--- config.mk ---
export PLATFORM = sky130hd
export DESIGN_NAME = lpm_circ_lookup
export DESIGN_NICKNAME = d
export VERILOG_FILES = /design/src/rtl/lpm_pkg.sv /design/src/rtl/lpm_token_pool.sv /design/src/rtl/lpm_track_fifo.sv /design/src/rtl/lpm_walk_step.sv /design/src/rtl/lpm_circ_lookup.sv
export SDC_FILE = /design/constraint.sdc
export NUM_CORES = 1
export LEC_CHECK = 0
export ABC_CLOCK_PERIOD_IN_PS = 4600
export BUFFER_PORTS_ARGS = -buffer_cell sky130_fd_sc_hd__buf_2
export CELL_PAD_IN_SITES_DETAIL_PLACEMENT = 1
export CELL_PAD_IN_SITES_GLOBAL_PLACEMENT = 1
export CORE_ASPECT_RATIO = 1.1
export CORE_MARGIN = 4
export CORE_UTILIZATION = 43
export DETAILED_ROUTE_END_ITERATION = 8
export PLACE_DENSITY = 0.87
export SLEW_MARGIN = 20
export SYNTH_ARGS = -nofsm -noshare
export SYNTH_HDL_FRONTEND = slang
export SYNTH_SLANG_ARGS = --single-unit
--- constraint.sdc ---
create_clock -name clk -period 4.6 [get_ports clk]
set_input_delay 0.23 -clock clk [delete_from_list [all_inputs] [get_ports clk]]
set_output_delay 0.23 -clock clk [all_outputs]
set_load 0.01 [all_outputs]
--- src/rtl/lpm_pkg.sv ---
package lpm_pkg;
  localparam int IP_W     = 32;
  localparam int WORD_W   = 32;
  localparam int LEAF_BIT = 31;
  localparam int ROOT_W   = 16;
  localparam int STRIDE   = 8;
  localparam int REM_W    = IP_W - ROOT_W;
  localparam int RES_W    = WORD_W - 1;

  typedef enum logic [1:0] {
    LV_ROOT = 2'd1,
    LV_MID  = 2'd2,
    LV_LAST = 2'd3
  } lvl_e;
endpackage

--- src/rtl/lpm_token_pool.sv ---
module lpm_token_pool #(
  parameter int NUM_TOK = 16,
  localparam int TOK_W = (NUM_TOK > 1) ? $clog2(NUM_TOK) : 1
) (
  input  logic             clk,
  input  logic             rst,
  input  logic             take,
  input  logic             give,
  output logic             avail,
  output logic [TOK_W-1:0] tok
);
  localparam int CNT_W = $clog2(NUM_TOK + 1);
  localparam logic [CNT_W-1:0] FULL_CNT = CNT_W'(NUM_TOK);
  localparam logic [TOK_W-1:0] LAST_TOK = TOK_W'(NUM_TOK - 1);

  logic [CNT_W-1:0] free_q;
  logic [TOK_W-1:0] next_q;
  logic             give_ok;

  assign avail   = (free_q != '0);
  assign tok     = next_q;
  assign give_ok = give && (free_q != FULL_CNT);

  always_ff @(posedge clk) begin
    if (rst) begin
      free_q <= FULL_CNT;
      next_q <= '0;
    end else begin
      if (take && !give_ok)      free_q <= free_q - 1'b1;
      else if (!take && give_ok) free_q <= free_q + 1'b1;
      if (take) next_q <= (next_q == LAST_TOK) ? '0 : next_q + 1'b1;
    end
  end
endmodule

--- src/rtl/lpm_track_fifo.sv ---
module lpm_track_fifo #(
  parameter int DEPTH = 8,
  parameter int W     = 20,
  localparam int CW   = $clog2(DEPTH + 1)
) (
  input  logic          clk,
  input  logic          rst,
  input  logic          push,
  input  logic [W-1:0]  push_data,
  input  logic          pop,
  output logic [W-1:0]  head,
  output logic          full,
  output logic [CW-1:0] level
);
  localparam int PW = (DEPTH > 1) ? $clog2(DEPTH) : 1;
  localparam logic [PW-1:0] LAST = PW'(DEPTH - 1);

  logic [W-1:0]  store [DEPTH];
  logic [PW-1:0] wr_q, rd_q;
  logic [CW-1:0] cnt_q;

  assign head  = store[rd_q];
  assign full  = (cnt_q == CW'(DEPTH));
  assign level = cnt_q;

  always_ff @(posedge clk) begin
    if (push) store[wr_q] <= push_data;
  end

  always_ff @(posedge clk) begin
    if (rst) begin
      wr_q  <= '0;
      rd_q  <= '0;
      cnt_q <= '0;
    end else begin
      if (push) wr_q <= (wr_q == LAST) ? '0 : wr_q + 1'b1;
      if (pop)  rd_q <= (rd_q == LAST) ? '0 : rd_q + 1'b1;
      if (push && !pop)      cnt_q <= cnt_q + 1'b1;
      else if (pop && !push) cnt_q <= cnt_q - 1'b1;
    end
  end
endmodule

--- src/rtl/lpm_walk_step.sv ---
module lpm_walk_step
  import lpm_pkg::*;
#(
  parameter int MEM_AW = 18
) (
  input  logic [WORD_W-1:0] word,
  input  logic [REM_W-1:0]  rem,
  input  logic [1:0]        lvl,
  output logic              is_final,
  output logic [RES_W-1:0]  result,
  output logic [MEM_AW-1:0] next_addr,
  output logic [REM_W-1:0]  next_rem,
  output logic [1:0]        next_lvl
);
  logic [STRIDE-1:0] slice;

  assign slice     = rem[REM_W-1 -: STRIDE];
  assign is_final  = word[LEAF_BIT] || (lvl == LV_LAST);
  assign result    = word[RES_W-1:0];
  assign next_addr = word[MEM_AW-1:0] + MEM_AW'(slice);
  assign next_rem  = {rem[REM_W-STRIDE-1:0], {STRIDE{1'b0}}};
  assign next_lvl  = lvl + 2'd1;
endmodule

--- src/rtl/lpm_circ_lookup.sv ---
module lpm_circ_lookup
  import lpm_pkg::*;
#(
  parameter int NUM_TOK    = 16,
  parameter int FIFO_DEPTH = 8,
  parameter int MEM_AW     = 18,
  localparam int TOK_W = (NUM_TOK > 1) ? $clog2(NUM_TOK) : 1
) (
  input  logic              clk,
  input  logic              rst,
  input  logic              in_valid,
  input  logic [31:0]       in_addr,
  output logic              in_ready,
  input  logic              tok_ret,
  output logic              out_valid,
  output logic [TOK_W-1:0]  out_token,
  output logic [30:0]       out_result,
  output logic              mem_req_valid,
  output logic [MEM_AW-1:0] mem_req_addr,
  input  logic              mem_req_ready,
  input  logic              mem_rsp_valid,
  input  logic [31:0]       mem_rsp_data,
  output logic              mem_rsp_deq
);
  localparam int ENT_W = TOK_W + REM_W + 2;
  localparam int CW    = $clog2(FIFO_DEPTH + 1);

  logic             tok_avail;
  logic [TOK_W-1:0] new_tok;
  logic [ENT_W-1:0] head_ent, push_ent;
  logic             fifo_full;
  logic [CW-1:0]    fifo_cnt;
  logic [TOK_W-1:0] h_tok;
  logic [REM_W-1:0] h_rem;
  logic [1:0]       h_lvl;
  logic             w_final;
  logic [RES_W-1:0] w_result;
  logic [MEM_AW-1:0] w_next_addr;
  logic [REM_W-1:0] w_next_rem;
  logic [1:0]       w_next_lvl;
  logic             rsp_more, do_exit, do_recirc, do_enter;

  assign {h_tok, h_rem, h_lvl} = head_ent;

  lpm_token_pool #(.NUM_TOK(NUM_TOK)) u_pool (
    .clk   (clk),
    .rst   (rst),
    .take  (do_enter),
    .give  (tok_ret),
    .avail (tok_avail),
    .tok   (new_tok)
  );

  lpm_walk_step #(.MEM_AW(MEM_AW)) u_step (
    .word      (mem_rsp_data),
    .rem       (h_rem),
    .lvl       (h_lvl),
    .is_final  (w_final),
    .result    (w_result),
    .next_addr (w_next_addr),
    .next_rem  (w_next_rem),
    .next_lvl  (w_next_lvl)
  );

  // Response side: a final word leaves, a pointer word goes round again.
  assign rsp_more    = mem_rsp_valid && !w_final;
  assign do_exit     = mem_rsp_valid && w_final;
  assign do_recirc   = rsp_more && mem_req_ready;
  assign mem_rsp_deq = do_exit || do_recirc;

  // Entry yields the shared request port to a pending recirculation.
  assign in_ready = tok_avail && !fifo_full && mem_req_ready && !rsp_more;
  assign do_enter = in_valid && in_ready;

  assign mem_req_valid = do_enter || do_recirc;
  assign mem_req_addr  = do_recirc ? w_next_addr : MEM_AW'(in_addr[31:16]);

  assign push_ent = do_recirc ? {h_tok, w_next_rem, w_next_lvl}
                              : {new_tok, in_addr[REM_W-1:0], LV_ROOT};

  lpm_track_fifo #(.DEPTH(FIFO_DEPTH), .W(ENT_W)) u_fifo (
    .clk       (clk),
    .rst       (rst),
    .push      (do_enter || do_recirc),
    .push_data (push_ent),
    .pop       (mem_rsp_deq),
    .head      (head_ent),
    .full      (fifo_full),
    .level     (fifo_cnt)
  );

  always_ff @(posedge clk) begin
    if (rst) begin
      out_valid  <= 1'b0;
      out_token  <= '0;
      out_result <= '0;
    end else begin
      out_valid <= do_exit;
      if (do_exit) begin
        out_token  <= h_tok;
        out_result <= w_result;
      end
    end
  end
endmodule

==> metrics.yaml <==
status: "finished clean"
stdcell_count: 1165
min_period_over_period: 0.930
drt_pass1_iterations: 4
grt_pass1_vias: 6803
holdPathStages: 3
swShare: 0.262
gp_congestion: 0.840
cts_tree: "built"
drive_above_1_share: 0.305
cts_sinks: 234
whs_ps: 8.92
cap_violations: 0
power_frac_clock: 0.366
wl_met2_mm: 13.1
clk_latency_ps: 530
synth-async-reset-ratio: 0
p_leak_nw: 4.45
dieWidth_microns: 153
final.min_clock_period_ps: 4280
grt_pass1_wl_mm: 39.2
finalSetupTns_ps: 0
worstPathArrival_ps: 4050
wl_met3_mm: 1.37
area_growth_pct: 21.8
drtIter0Drc: 418
comb_power_share: 0.181
setup_viol: 0
cp.required_ps: 4370
finClkSkew_ps: 13.2
syn-cell-area_sq_um: 9910
hold_class: "primary input to flop"
endpoint_kind: "output pin"
initial_core_util: 0.442
ant_nets: 0
m1WireLength_mm: 10.1
max_slew_margin: 0.329
fin_util: 0.539
rows: 57
dpl.hpwl_mm: 16.1
placedCellCount: 1094
drc_errors: 0
rsz0062_at_grt: "no"
worst_pin_slew_ps: 996
routedWlPerCell_microns: 21.6
antennaDiodeCount: 0
synth_top_cell_by_area: "edfxtp_1"
power.switching_mw: 1.44
vias: 6346
numCtsBuffers: 26
synth_nets: 781
synth_edf_count: 176
clk_path_buf_depth: 3
grtUsageTotal: 0.195
wl_mm: 25.2
fin_nets: 947
rr_worst_depth: 14
grt_max_degree: 57
cts_max_level: 1
seq_area_frac_synth: 0.651
fmax_mhz: 234
synthDistinctLibCells: 57
ios: 127
slew_violations: 0
hold_viol_final: 0
cts-root-buf: "clkbuf_16"
internal-power_mw: 4.05
path_class: "flop to output pin"
clk_pin_slew_ps: 60
crit_path_start_kind: "flop"
ys.warnings.count: 0
core_area_sq_um: 22400
postSynthCellCount: 687
top_layer: "met4"
ys.flop_type: "edfxtp_1"
p_seq_frac: 0.453
yosys.area.top_type_share: 0.533
port_buffers: 126
power_density_nw_per_um2: 455
chipHeight_microns: 167
avgSynthCellArea_sq_um: 14.4
post_cts_buffers: 0
ys_ff_latch: 234
vias_per_cell: 5.45
crit_fanout: 40
overflow: 0
antenna_found_initial: 0
dieArea_sq_um: 25500
vdd_drop_max_v: 0.000336
netlist_top_cells_area: "edfxtp_1 (53%), dfxtp_1 (12%), mux4_2 (10%), nand2_1 (4.0%), ha_1 (2.7%)"
## critical path, stage by stage, from the launching register on
cell	delay (ps)
dfxtp_2	460
buf_16	310
mux4_2	570
mux2_2	270
ha_1	230
fa_1	450
a211oi_2	320
o211ai_1	260
nand3_1	150
xor2_1	200
o21ai_0	130
buf_2	170
## area by class of cell
type,instances,area [sq um]
fillers,2233,10300
flip-flops and latches,234,6450
multi-input cells,410,3310
repair buffers,172,1060
clock buffers,32,704
well taps,295,369
clock inverters,13,139
inverters,9,33.8
## through the flow
stage	worst slack (ps)	total power [mW]	cell area, sq um
global placement	559	3.45	10900
finish	321	5.49	12100
CTS	83.1	5.54	12000
floorplan	51.4	3.19	9910
global route	53.8	5.76	12100
detailed placement	473	3.50	10900
## cell usage after synthesis, types with 5 or more instances
master,count
mux2i_1,18
inv_1,9
a211oi_1,6
edfxtp_1,176
nor2_1,28
o21ai_0,31
a21oi_1,49
mux4_2,44
mux2_2,10
and2_1,9
xnor2_1,5
nor3_1,5
nand2_1,106
nand3_1,6
xor2_1,14
ha_1,21
clkbuf_1,20
buf_2,5
dfxtp_1,58
and3_1,5
## per-layer routing
layer  up-vias  global-route usage
met1      3163               0.241
met4         0              0.0469
met3        38              0.0310
met5         -                   0
met2       223               0.360
li1       2922                   -
## cell families after synthesis
kind of cell | synth area share
xor gates and xnor gates | 0.0168
DFF | 0.651
muxes | 0.130
AOI/OAI and AO/OA | 0.0657
adders and majority gates | 0.0326
and+or+nand+nor | 0.0849
buffers and inverters | 0.0198
## cell usage in the layout, fill, tap and decap left out, types with 3 or more instances in the layout
| cell | count |
|---|---|
| edfxtp_1 | 176 |
| buf_2 | 125 |
| nand2_1 | 106 |
| dfxtp_1 | 56 |
| a21oi_1 | 49 |
| mux4_2 | 44 |
| o21ai_0 | 31 |
| clkbuf_16 | 27 |
| nor2_1 | 26 |
| dlygate4sd3_1 | 26 |
| ha_1 | 21 |
| buf_4 | 20 |
| mux2i_1 | 18 |
| xor2_1 | 14 |
| mux2_2 | 10 |
| inv_1 | 9 |
| and2_1 | 9 |
| nand3_1 | 6 |
| clkinv_2 | 6 |
| nor3b_2 | 5 |
| and3_1 | 5 |
| xnor2_1 | 5 |
| a211oi_1 | 5 |
| a21o_1 | 4 |
| clkbuf_1 | 4 |
| nor3_2 | 3 |
| nor3_1 | 3 |
| or3_1 | 3 |
| o31ai_1 | 3 |
| nor2b_1 | 3 |
| fa_1 | 3 |
## state kept, by name, summed over array words and instances, names as in the netlist, named ones only
name and count:
u_pool.free_q 5, out_token 4, out_result 31, out_valid 1, u_fifo.level 4, u_fifo.wr_q 3, u_fifo.store 176, u_pool.tok 4
u_fifo.rd_q 3
## repair_timing
action                                 CTS  global route
hold buffers                            26             0
setup endpoints to repair                6             6
endpoints found under the hold margin   26             0
pin swaps                                0             0
resized for setup                        2             3
## power by group through the flow
| stage | Sequential, mW | Combinational [mW] | Clock, mW |
|---|---|---|---|
| finish | 2.49 | 0.994 | 2.01 |
| global route | 2.50 | 1.10 | 2.16 |
| CTS | 2.49 | 0.998 | 2.05 |
| detailed placement | 2.53 | 0.968 | 0 |
| global placement | 2.52 | 0.928 | 0 |
| floorplan | 2.51 | 0.672 | 0 |
## final timing paths
kind	start	end	slack, ps
min	mem_rsp_data[0]	out_result[0]$_SDFFE_PP0P_	9
max reg2reg	flop	u_pool.free_q[4]$_SDFFE_PP1P_	460
max	flop	mem_req_addr[12]	320
min reg2reg	out_result[17]$_SDFFE_PP0P_	out_result[17]$_SDFFE_PP0P_	460
(Power assumes the default switching activity.)
